### src/rtl/bcfg_pkg.sv
package bcfg_pkg;

    parameter int CFG_AW   = 8;
    parameter int CFG_DW   = 8;
    parameter int CFG_SIZE = 1 << CFG_AW;
    parameter int MEM_AW   = 32;
    parameter int SEG_CNT  = 8;
    parameter int SEG_SHIFT = 15;
    localparam int SEG_IW   = $clog2(SEG_CNT);
    localparam int TAG_LSB  = SEG_SHIFT + SEG_IW;
    localparam logic [MEM_AW-TAG_LSB-1:0] REGION_TAG = 'h3;

    localparam logic [CFG_AW-1:0] OFS_SHADOW_EN   = 8'h44;
    localparam logic [CFG_AW-1:0] OFS_SHADOW_MODE = 8'h45;

    typedef enum logic [1:0] {
        SM_RDEXT_WRINT = 2'd0,
        SM_ALL_EXT     = 2'd1,
        SM_ALL_INT     = 2'd2,
        SM_RDINT_WREXT = 2'd3
    } steer_mode_e;

    typedef struct packed {
        logic rd_int;
        logic wr_int;
    } steer_t;

    function automatic steer_t mode_steer(steer_mode_e m);
        steer_t s;
        case (m)
            SM_RDEXT_WRINT: s = '{rd_int: 1'b0, wr_int: 1'b1};
            SM_ALL_EXT:     s = '{rd_int: 1'b0, wr_int: 1'b0};
            SM_ALL_INT:     s = '{rd_int: 1'b1, wr_int: 1'b1};
            default:        s = '{rd_int: 1'b1, wr_int: 1'b0};
        endcase
        return s;
    endfunction

    function automatic logic [CFG_DW-1:0] cfg_reset_value(logic [CFG_AW-1:0] a);
        case (a)
            8'h00:   return 8'h39;
            8'h01:   return 8'h10;
            8'h02:   return 8'h96;
            8'h03:   return 8'h04;
            8'h04:   return 8'h07;
            8'h06:   return 8'h80;
            8'h07:   return 8'h02;
            8'h08:   return 8'h02;
            8'h0B:   return 8'h06;
            default: return '0;
        endcase
    endfunction

    function automatic logic cfg_writable(logic [CFG_AW-1:0] a);
        return (a >= 8'h04 && a <= 8'h07) || (a >= 8'h40);
    endfunction

endpackage

### src/rtl/bcfg_regfile.sv
module bcfg_regfile
    import bcfg_pkg::*;
(
    input  logic              clk,
    input  logic              rst,
    input  logic              bus_mreset,
    input  logic [CFG_AW-1:0] cfg_addr,
    input  logic              cfg_we,
    input  logic [CFG_DW-1:0] cfg_wdata,
    output logic [CFG_DW-1:0] cfg_rdata,
    output logic [SEG_CNT-1:0] shadow_en,
    output steer_mode_e       shadow_mode
);

    logic [CFG_DW-1:0] regs [CFG_SIZE];

    always_ff @(posedge clk) begin
        if (rst) begin
            for (int i = 0; i < CFG_SIZE; i++) begin
                regs[i] <= cfg_reset_value(CFG_AW'(i));
            end
        end else if (bus_mreset) begin
            // Master reset: drop the BIOS-area enables, keep the low enables.
            regs[OFS_SHADOW_EN] <= {4'h0, regs[OFS_SHADOW_EN][3:0]};
        end else if (cfg_we && cfg_writable(cfg_addr)) begin
            regs[cfg_addr] <= cfg_wdata;
        end
    end

    assign cfg_rdata   = regs[cfg_addr];
    assign shadow_en   = regs[OFS_SHADOW_EN][SEG_CNT-1:0];
    assign shadow_mode = steer_mode_e'(regs[OFS_SHADOW_MODE][1:0]);

    AST_WRITE_STORES: assert property (@(posedge clk) disable iff (rst)
        (cfg_we && !bus_mreset && cfg_writable(cfg_addr))
        |=> (regs[$past(cfg_addr)] == $past(cfg_wdata)));

    AST_RO_HELD: assert property (@(posedge clk) disable iff (rst)
        (cfg_we && !cfg_writable(cfg_addr))
        |=> (regs[$past(cfg_addr)] == cfg_reset_value($past(cfg_addr))));

    AST_MRESET_CLEARS: assert property (@(posedge clk) disable iff (rst)
        bus_mreset |=> (regs[OFS_SHADOW_EN][7:4] == 4'h0));

    AST_MRESET_KEEPS: assert property (@(posedge clk) disable iff (rst)
        bus_mreset |=> (regs[OFS_SHADOW_EN][3:0] == $past(regs[OFS_SHADOW_EN][3:0])));

endmodule

### src/rtl/bcfg_shadow_decode.sv
module bcfg_shadow_decode
    import bcfg_pkg::*;
(
    input  logic               clk,
    input  logic               rst,
    input  logic [SEG_CNT-1:0] shadow_en,
    input  steer_mode_e        shadow_mode,
    input  logic [MEM_AW-1:0]  mem_addr,
    output logic               mem_rd_int,
    output logic               mem_wr_int,
    output logic               shadow_bios
);

    localparam int BIOS_LO = SEG_CNT / 2;

    steer_t            mode_s;
    steer_t            seg_s [SEG_CNT];
    logic              in_region;
    logic [SEG_IW-1:0] seg_idx;
    steer_t            out_s;

    assign mode_s    = mode_steer(shadow_mode);
    assign in_region = (mem_addr[MEM_AW-1:TAG_LSB] == REGION_TAG);
    assign seg_idx   = mem_addr[TAG_LSB-1:SEG_SHIFT];

    for (genvar g = 0; g < SEG_CNT; g++) begin : g_seg
        // A disabled window steers both directions to the external bus.
        assign seg_s[g] = shadow_en[g] ? mode_s : '{rd_int: 1'b0, wr_int: 1'b0};
    end

    always_comb begin
        if (in_region) out_s = seg_s[seg_idx];
        else           out_s = '{rd_int: 1'b1, wr_int: 1'b1};
    end

    assign mem_rd_int  = out_s.rd_int;
    assign mem_wr_int  = out_s.wr_int;
    assign shadow_bios = |shadow_en[SEG_CNT-1:BIOS_LO];

    AST_OUTSIDE_INTERNAL: assert property (@(posedge clk) disable iff (rst)
        (mem_addr[MEM_AW-1:TAG_LSB] != REGION_TAG) |-> (mem_rd_int && mem_wr_int));

    AST_DISABLED_EXTERNAL: assert property (@(posedge clk) disable iff (rst)
        ((mem_addr[MEM_AW-1:TAG_LSB] == REGION_TAG) && !shadow_en[mem_addr[TAG_LSB-1:SEG_SHIFT]])
        |-> (!mem_rd_int && !mem_wr_int));

    AST_MODE_ALL_EXT: assert property (@(posedge clk) disable iff (rst)
        ((mem_addr[MEM_AW-1:TAG_LSB] == REGION_TAG) && shadow_en[mem_addr[TAG_LSB-1:SEG_SHIFT]]
         && (shadow_mode == SM_ALL_EXT)) |-> (!mem_rd_int && !mem_wr_int));

endmodule

### src/rtl/bridge_cfg_space.sv
module bridge_cfg_space
    import bcfg_pkg::*;
(
    input  logic        clk,
    input  logic        rst,
    input  logic        bus_mreset,
    input  logic [7:0]  cfg_addr,
    input  logic        cfg_we,
    input  logic [7:0]  cfg_wdata,
    output logic [7:0]  cfg_rdata,
    input  logic [31:0] mem_addr,
    output logic        mem_rd_int,
    output logic        mem_wr_int,
    output logic        shadow_bios
);

    logic [SEG_CNT-1:0] shadow_en;
    steer_mode_e        shadow_mode;

    bcfg_regfile u_regs (
        .clk         (clk),
        .rst         (rst),
        .bus_mreset  (bus_mreset),
        .cfg_addr    (cfg_addr),
        .cfg_we      (cfg_we),
        .cfg_wdata   (cfg_wdata),
        .cfg_rdata   (cfg_rdata),
        .shadow_en   (shadow_en),
        .shadow_mode (shadow_mode)
    );

    bcfg_shadow_decode u_dec (
        .clk         (clk),
        .rst         (rst),
        .shadow_en   (shadow_en),
        .shadow_mode (shadow_mode),
        .mem_addr    (mem_addr),
        .mem_rd_int  (mem_rd_int),
        .mem_wr_int  (mem_wr_int),
        .shadow_bios (shadow_bios)
    );

    AST_BIOS_OFF_AFTER_MRESET: assert property (@(posedge clk) disable iff (rst)
        bus_mreset |=> !shadow_bios);

endmodule

### config.mk
export PLATFORM = sky130hd
export DESIGN_NAME = bridge_cfg_space
export DESIGN_NICKNAME = d
export VERILOG_FILES = /design/src/rtl/bcfg_pkg.sv /design/src/rtl/bcfg_regfile.sv /design/src/rtl/bcfg_shadow_decode.sv /design/src/rtl/bridge_cfg_space.sv
export SDC_FILE = /design/constraint.sdc
export NUM_CORES = 2
export LEC_CHECK = 0
export ABC_AREA = 1
export BUFFER_PORTS_ARGS = -buffer_cell sky130_fd_sc_hd__buf_2
export CELL_PAD_IN_SITES_DETAIL_PLACEMENT = 0
export CELL_PAD_IN_SITES_GLOBAL_PLACEMENT = 1
export CORE_MARGIN = 10
export CORE_UTILIZATION = 50
export CTS_CLUSTER_DIAMETER = 60
export CTS_CLUSTER_SIZE = 14
export DETAILED_ROUTE_END_ITERATION = 12
export GPL_ROUTABILITY_DRIVEN = 0
export HOLD_SLACK_MARGIN = 0.06
export PLACE_DENSITY = 0.79
export SYNTH_ARGS = -nofsm -noshare
export SYNTH_HDL_FRONTEND = slang
export SYNTH_SLANG_ARGS = --single-unit
### constraint.sdc
create_clock -name clk -period 3.34 [get_ports clk]
set_input_delay 0.501 -clock clk [delete_from_list [all_inputs] [get_ports clk]]
set_output_delay 0.501 -clock clk [all_outputs]
set_load 0.005 [all_outputs]
# After elaboration in Yosys (flattened, before gate mapping)
# Memory sizes are Yosys's and may differ from the RTL's.
# Cells that the tools add are included.
[totals]
regBits = 0
latch_bits = 0
mem_bits_rw = 2048
romBits = 0
out_inout_bits = 11
elab_cells = 51
memories = 1
[classes]
add_sub_neg = 0
mul = 0
div_mod_pow = 0
order_cmp = 4
eq_ne = 3
shifts = 0
mux = 35
bitwise = 2
n_reduce_logical = 6
[mem_list]
columns = ["name", "words", "word_bits", "read_ports", "rd_ports_with_merged_regs", "wr", "line_no", "text"]
rows = [
  ["u_regs.regs", 256, 8, 3, 0, 256, "bcfg_regfile.sv:15", "logic [CFG_DW-1:0] regs [CFG_SIZE];"],
]
[ops]
columns = ["cell", "count"]
rows = [
  ["2-to-1 mux 8 bit", 12],
  ["2-to-1 mux 2 bit", 11],
  ["equality test 14 x 2 -> 1 bit (second input constant)", 1],
  ["2-to-1 mux 1 bit", 10],
  ["greater-or-equal comparator 8 x 3 -> 1 bit (second input constant)", 1],
  ["greater-or-equal comparator 8 x 7 -> 1 bit (second input constant)", 1],
  ["less-or-equal comparator 8 x 3 -> 1 bit (second input constant)", 1],
  ["OR reduction 8 bit", 1],
  ["binary-select mux 2 bit (select 3 bit)", 1],
  ["one-hot mux 2 bit (3 select lines)", 1],
  ["greater-or-equal comparator 4 bit (second input constant)", 1],
  ["NOT 3 -> 4 bit", 1],
  ["OR reduction 4 bit", 1],
  ["equality test 2 x 1 -> 1 bit (second input constant)", 1],
  ["equality test 2 bit (second input constant)", 1],
  ["logical AND 1 bit", 2],
  ["zero test 2 bit", 1],
  ["logical OR 1 bit", 1],
  ["bitwise OR 1 bit", 1],
]

# Longest topological paths before layout
[depth]
ltp_word = 10
depth_mapped = 17
mapped_depth_nobuf = 13

# Cells and area by module
# From an unflattened synthesis, not the netlist that was laid out.
[unflattened]
cells_unflattened = 9998
hier_area_um2 = 92047.0
[modules_own_cells]
columns = ["mod", "n_inst", "cells_each", "area_each_um2", "seq_area_each_um2"]
rows = [
  ["bcfg_regfile", 1, 9957, 91861.9, 61499.0],
  ["bcfg_shadow_decode", 1, 41, 185.2, 0.0],
]

# Least setup slack after synthesis
# No wires, ideal clock.
[synth_path]
kind = "in2out"
from = "input port cfg_addr[0]"
to = "output port cfg_rdata[1]"
arrival_ns = 2.126
slack_ns = 0.713
cell_stages = 15
path_cell_list = "buf_2 > buf_2 > clkbuf_1 > clkbuf_1 > o21ai_0 > nand2_1 > nand2_1 > nand2_1 > nand2_1 > o21ai_0 > nand2_1 > nor2_1 > nor2_1 > nor2_1 > nand2_1"
[synth_between]
elab_chain_len = 1
[synth_rtl]
columns = ["item", "line_no", "text"]
rows = [
  ["from (decl)", "bridge_cfg_space.sv:7", "input logic [7:0] cfg_addr,"],
  ["memory (256 x 8 bit)", "--", ""],
  ["to (decl)", "bridge_cfg_space.sv:10", "output logic [7:0] cfg_rdata,"],
]
# No other way between the ends.

# Worst setup path in the final report
[layout_path]
from = "input port cfg_addr[0]"
to = "output port cfg_rdata[3]"
# The elaborated chain is that of the path after synthesis.

==> out/results.tsv <==
stage	metric	value	unit
sta	number of endpoints failing setup at the final stage	3	
hold_path	worst hold path cell count	1	
clocking	clock-pin transition on the worst setup and hold timing paths	0.06	ns
worst_setup_path	biggest fanout along the worst timing path	20	
worst_setup_path	critical path's slowest cell	sky130_fd_sc_hd__bufbuf_16	
routing	ANT nets after route	0	
flow_run	number of violations of the max-capacitance limit	0	
placement	number of input and output port buffers inserted	47	
sta	Setup WS post-layout	-0.0221	ns
pwr	worst voltage drop across the vdd grid	405	uV
placement	placed cell areas	100000	um2
pwr	leakage component of the power	45.8	nW
pwr	final total power	0.0552	W
cells_and_area	register name with the most flops	u_regs.regs	
sta	final critical delay including setup and external delays	3.36	ns
cells_and_area	fillers	16100	
sta	Peak Freq	297	MHz
clocking	maximum number of buffers from clock root to sink	3	
logic_synthesis	top-area cell type share of the netlist area	66.8	%
cells_and_area	Nets	10600	
floorplanning	Initial Util	50.3	%
clocking	Max H-tree Level	4	
global_route	via count of the first global-routing pass	64700	
hold_path	hold path endpoint	u_regs.regs[2][2]$_SDFFCE_PN1P_	
cells_and_area	registers with the most flip-flops	u_regs.regs x2048	
floorplanning	Die Height	449	um
global_route	maximum number of pins on one net before global-route repair	190	
worst_setup_path	worst path arrival time	2.86	ns
floorplanning	number of top-level design ports	63	
routing	Via Count	67600	
placement	cell count after placement	12800	
cells_and_area	non-filler instance count after layout	13100	
clocking	CTS sink count	2048	
placement	half-perimeter wire length of the detailed placement result	162	mm
clocking	Clock Tree Root	sky130_fd_sc_hd__clkbuf_16	
logic_synthesis	cells taking the most area after synthesis	sky130_fd_sc_hd__edfxtp_1 (67%), sky130_fd_sc_hd__nand2_1 (21%), sky130_fd_sc_hd__nor2_1 (6.8%)	
logic_synthesis	area of the mapped netlist	92100	um2
floorplanning	CORE AREA	183000	um2
sta	transition time at the pin with the least slew margin	1.09	ns
global_route	remaining global-route overflow	0	
logic_synthesis	flip-flop and latch count after synthesis	2048	
global_route	global-route wire length before repair	385	mm
clocking	TritonCTS clock tree	done	
worst_setup_path	critical-path cell list	buf_12 -> inv_16 -> buf_16 -> bufbuf_16 -> nand2_1 -> nand2_1 -> nand2_1 -> nand2_1 -> nand2_1 -> nand2_1 -> o21ai_1 -> nand2_1 -> nor2_1 -> nor2_1 -> nor2_1 -> buf_4 -> nand2_4 -> buf_2	
pwr	Cell Pwr Density	521	nW/um2
routing	violation count after the first detailed-route iteration	6621	
logic_synthesis	distinct cell type count of the synthesized netlist	28	
outcome	run status	finished, violations left	
hold_path	startpoint of the most critical hold path	rst	
routing	per-cell via count in the routed design	5.18	
sta	total count of max-transition violations in the final report	0	
routing	number of iterations in the first detailed-routing pass	6	
worst_setup_path	path type of the worst setup path	in2out	
logic_synthesis	Synth warnings	0	
cells_and_area	Area growth, synth to finish	15.1	%
routing	post-detailed-routing wire length	255	mm
worst_setup_path	Critical Path End Type	output port	
logic_synthesis	portion of the post-synthesis area used by sequential elements	66.8	%
global_route	GRT Util Overall	24.7	%
sta	final hold violation count	0	
worst_setup_path	max incr delay on CP	0.32	ns
sta	setup repair after global routing missed its margin	true	
hold_path	Hold Crit Class	in2reg	
logic_synthesis	cell count after synthesis	9980	
cells_and_area	share of post-route cells with drive strength above 1	9.07	%
outcome	violations in the final reports	negative setup slack	
logic_synthesis	Post-Syn Area per Cell	9.23	um2
sta	portion of the clock cycle consumed by the worst path in the final layout	101	%
worst_setup_path	Top cell by count, worst path	sky130_fd_sc_hd__nand2_1	
clocking	Num CTS Buffers	177	
worst_setup_path	required time of the worst setup path	2.84	ns
cells_and_area	fin area	106000	um2
worst_setup_path	startpoint class of the critical path	input pin	
floorplanning	number of core rows	157	
floorplanning	width of the die	449	um
floorplanning	overall die area	202000	um2
sta	headroom to the max-slew limit	27.1	%
cells_and_area	flip-flop count of the largest register after layout	2048	
routing	number of DRC violations after detailed routing	0	
global_route	initial antenna violation count	6	
logic_synthesis	top cell type by total area after synthesis	sky130_fd_sc_hd__edfxtp_1	
routing	routed length per placed instance	19.6	um
## cells in the mapped netlist (all sizes together)
cell type / instances
conb: 2
nor2: 1673
buf: 65
inv: 35
nand2: 5127
nor3b: 1
nor3: 10
nor4: 8
o21ai: 172
edfxtp: 2048
nand4: 1
nand3: 193
clkinv: 2
o211ai: 2
clkbuf: 606
or4: 1
a21oi: 34
## kinds of logic after synthesis
kind of cell | after synthesis | share of synthesized area (%)
buffers and inverters | 708 | 2.94
and+or+nand+nor | 7014 | 29.2
other | 2 | 0.00815
DFF | 2048 | 66.8
AOI/OAI and AO/OA | 208 | 1.14
## power breakdown
group          total, W  internal [W]  switching, W  leakage, nW
sequential       0.0301        0.0297      0.000382         19.6
clock            0.0201        0.0109       0.00921         2.60
combinational   0.00502       0.00140       0.00362         23.6
## placed cells by master (no fill, tap or decap), types with 5 or more instances in the layout
cell,synthesis,routed
sky130_fd_sc_hd__nand2_1,5086,5036
sky130_fd_sc_hd__edfxtp_1,2048,2048
sky130_fd_sc_hd__nor2_1,1669,1630
sky130_fd_sc_hd__conb_1,2,480
sky130_fd_sc_hd__buf_4,4,361
sky130_fd_sc_hd__nand3_1,193,190
sky130_fd_sc_hd__clkbuf_16,0,181
sky130_fd_sc_hd__buf_12,0,116
sky130_fd_sc_hd__nand2_2,40,84
sky130_fd_sc_hd__o21ai_0,171,78
sky130_fd_sc_hd__o21ai_1,0,65
sky130_fd_sc_hd__buf_2,26,44
sky130_fd_sc_hd__a21oi_1,34,34
sky130_fd_sc_hd__o21ai_2,1,29
sky130_fd_sc_hd__nor2_2,3,28
sky130_fd_sc_hd__clkbuf_1,606,22
sky130_fd_sc_hd__inv_1,23,20
sky130_fd_sc_hd__nor2_4,1,15
sky130_fd_sc_hd__bufinv_16,0,14
sky130_fd_sc_hd__clkinv_1,2,12
sky130_fd_sc_hd__buf_6,0,12
sky130_fd_sc_hd__inv_8,0,10
sky130_fd_sc_hd__inv_6,0,10
sky130_fd_sc_hd__clkinv_2,0,8
sky130_fd_sc_hd__nand2_4,1,7
sky130_fd_sc_hd__nor3_1,6,6
sky130_fd_sc_hd__nor4_4,6,6
sky130_fd_sc_hd__buf_16,0,5
## through the flow
| step | setup TNS (ns) | worst slack (ns) | hold WS (ns) | utilization [%] |
|---|---|---|---|---|
| floorplan | 0 | 0.713 | 0.790 | - |
| global placement | -66.50 | -0.454 | 0.960 | 54.7 |
| detailed placement | -101.70 | -0.440 | 0.975 | 54.7 |
| CTS | -0.00431 | -0.00431 | 0.0680 | 57.8 |
| global route | -0.470 | -0.0887 | 0.0994 | 57.9 |
| finish | -0.0397 | -0.0221 | 0.170 | 57.9 |
## critical path, delay by kind of cell
| kind | cells | cell delay [ns] |
|---|---|---|
| compound gates | 1 | 0.06 |
| buf+inv | 6 | 1.15 |
| simple gates | 11 | 1.08 |
## worst max path at each step
stage | from | end | slack (ns) | depth (start not counted)
2_1_floorplan | cfg_addr[0] | cfg_rdata[1] | 0.71 | 15
3_3_place_gp | cfg_addr[0] | cfg_rdata[5] | -0.45 | 18
3_5_place_dp | cfg_addr[0] | cfg_rdata[5] | -0.44 | 19
4_1_cts | u_regs.regs[248][5]$_SDFFCE_PN0P_ | cfg_rdata[5] | -0.004 | 15
5_1_grt | u_regs.regs[216][2]$_SDFFCE_PN0P_ | cfg_rdata[2] | -0.09 | 15
6_report | cfg_addr[0] | cfg_rdata[3] | -0.02 | 18
## per-layer routing
layer | vias up | track usage [%] | share of wire (%)
li1 | 32600 | - | -
met1 | 32200 | 33.8 | 42
met2 | 2404 | 39.7 | 46
met3 | 454 | 4.44 | 8.0
met4 | 2 | 9.01 | 3.7
met5 | - | 0 | 0.0051
## layout make-up
cell class                      instances  area (um2)  share of cell area [%]
Clock buffer                          203        4610                    4.35
Antenna cell                            3        7.51                 0.00708
Sequential cell                      2048       61500                    58.0
Tap cell                             2464        3080                    2.91
Inverter                               37         240                   0.227
Clock inverter                         53         731                   0.689
Timing Repair Buffer                  545        5700                    5.38
Multi-Input combinational cell       7702       30200                    28.4
## repair_timing
action | CTS | global route
gates resized for setup | 119 | 112
setup endpoints to repair | 8 | 8
setup buffers | 1 | 0
pin swaps | 26 | 37
hold endpoints to repair | 0 | 0
gates cloned | 4 | 0
hold buffers | 0 | 0
(Power assumes the default switching activity.)
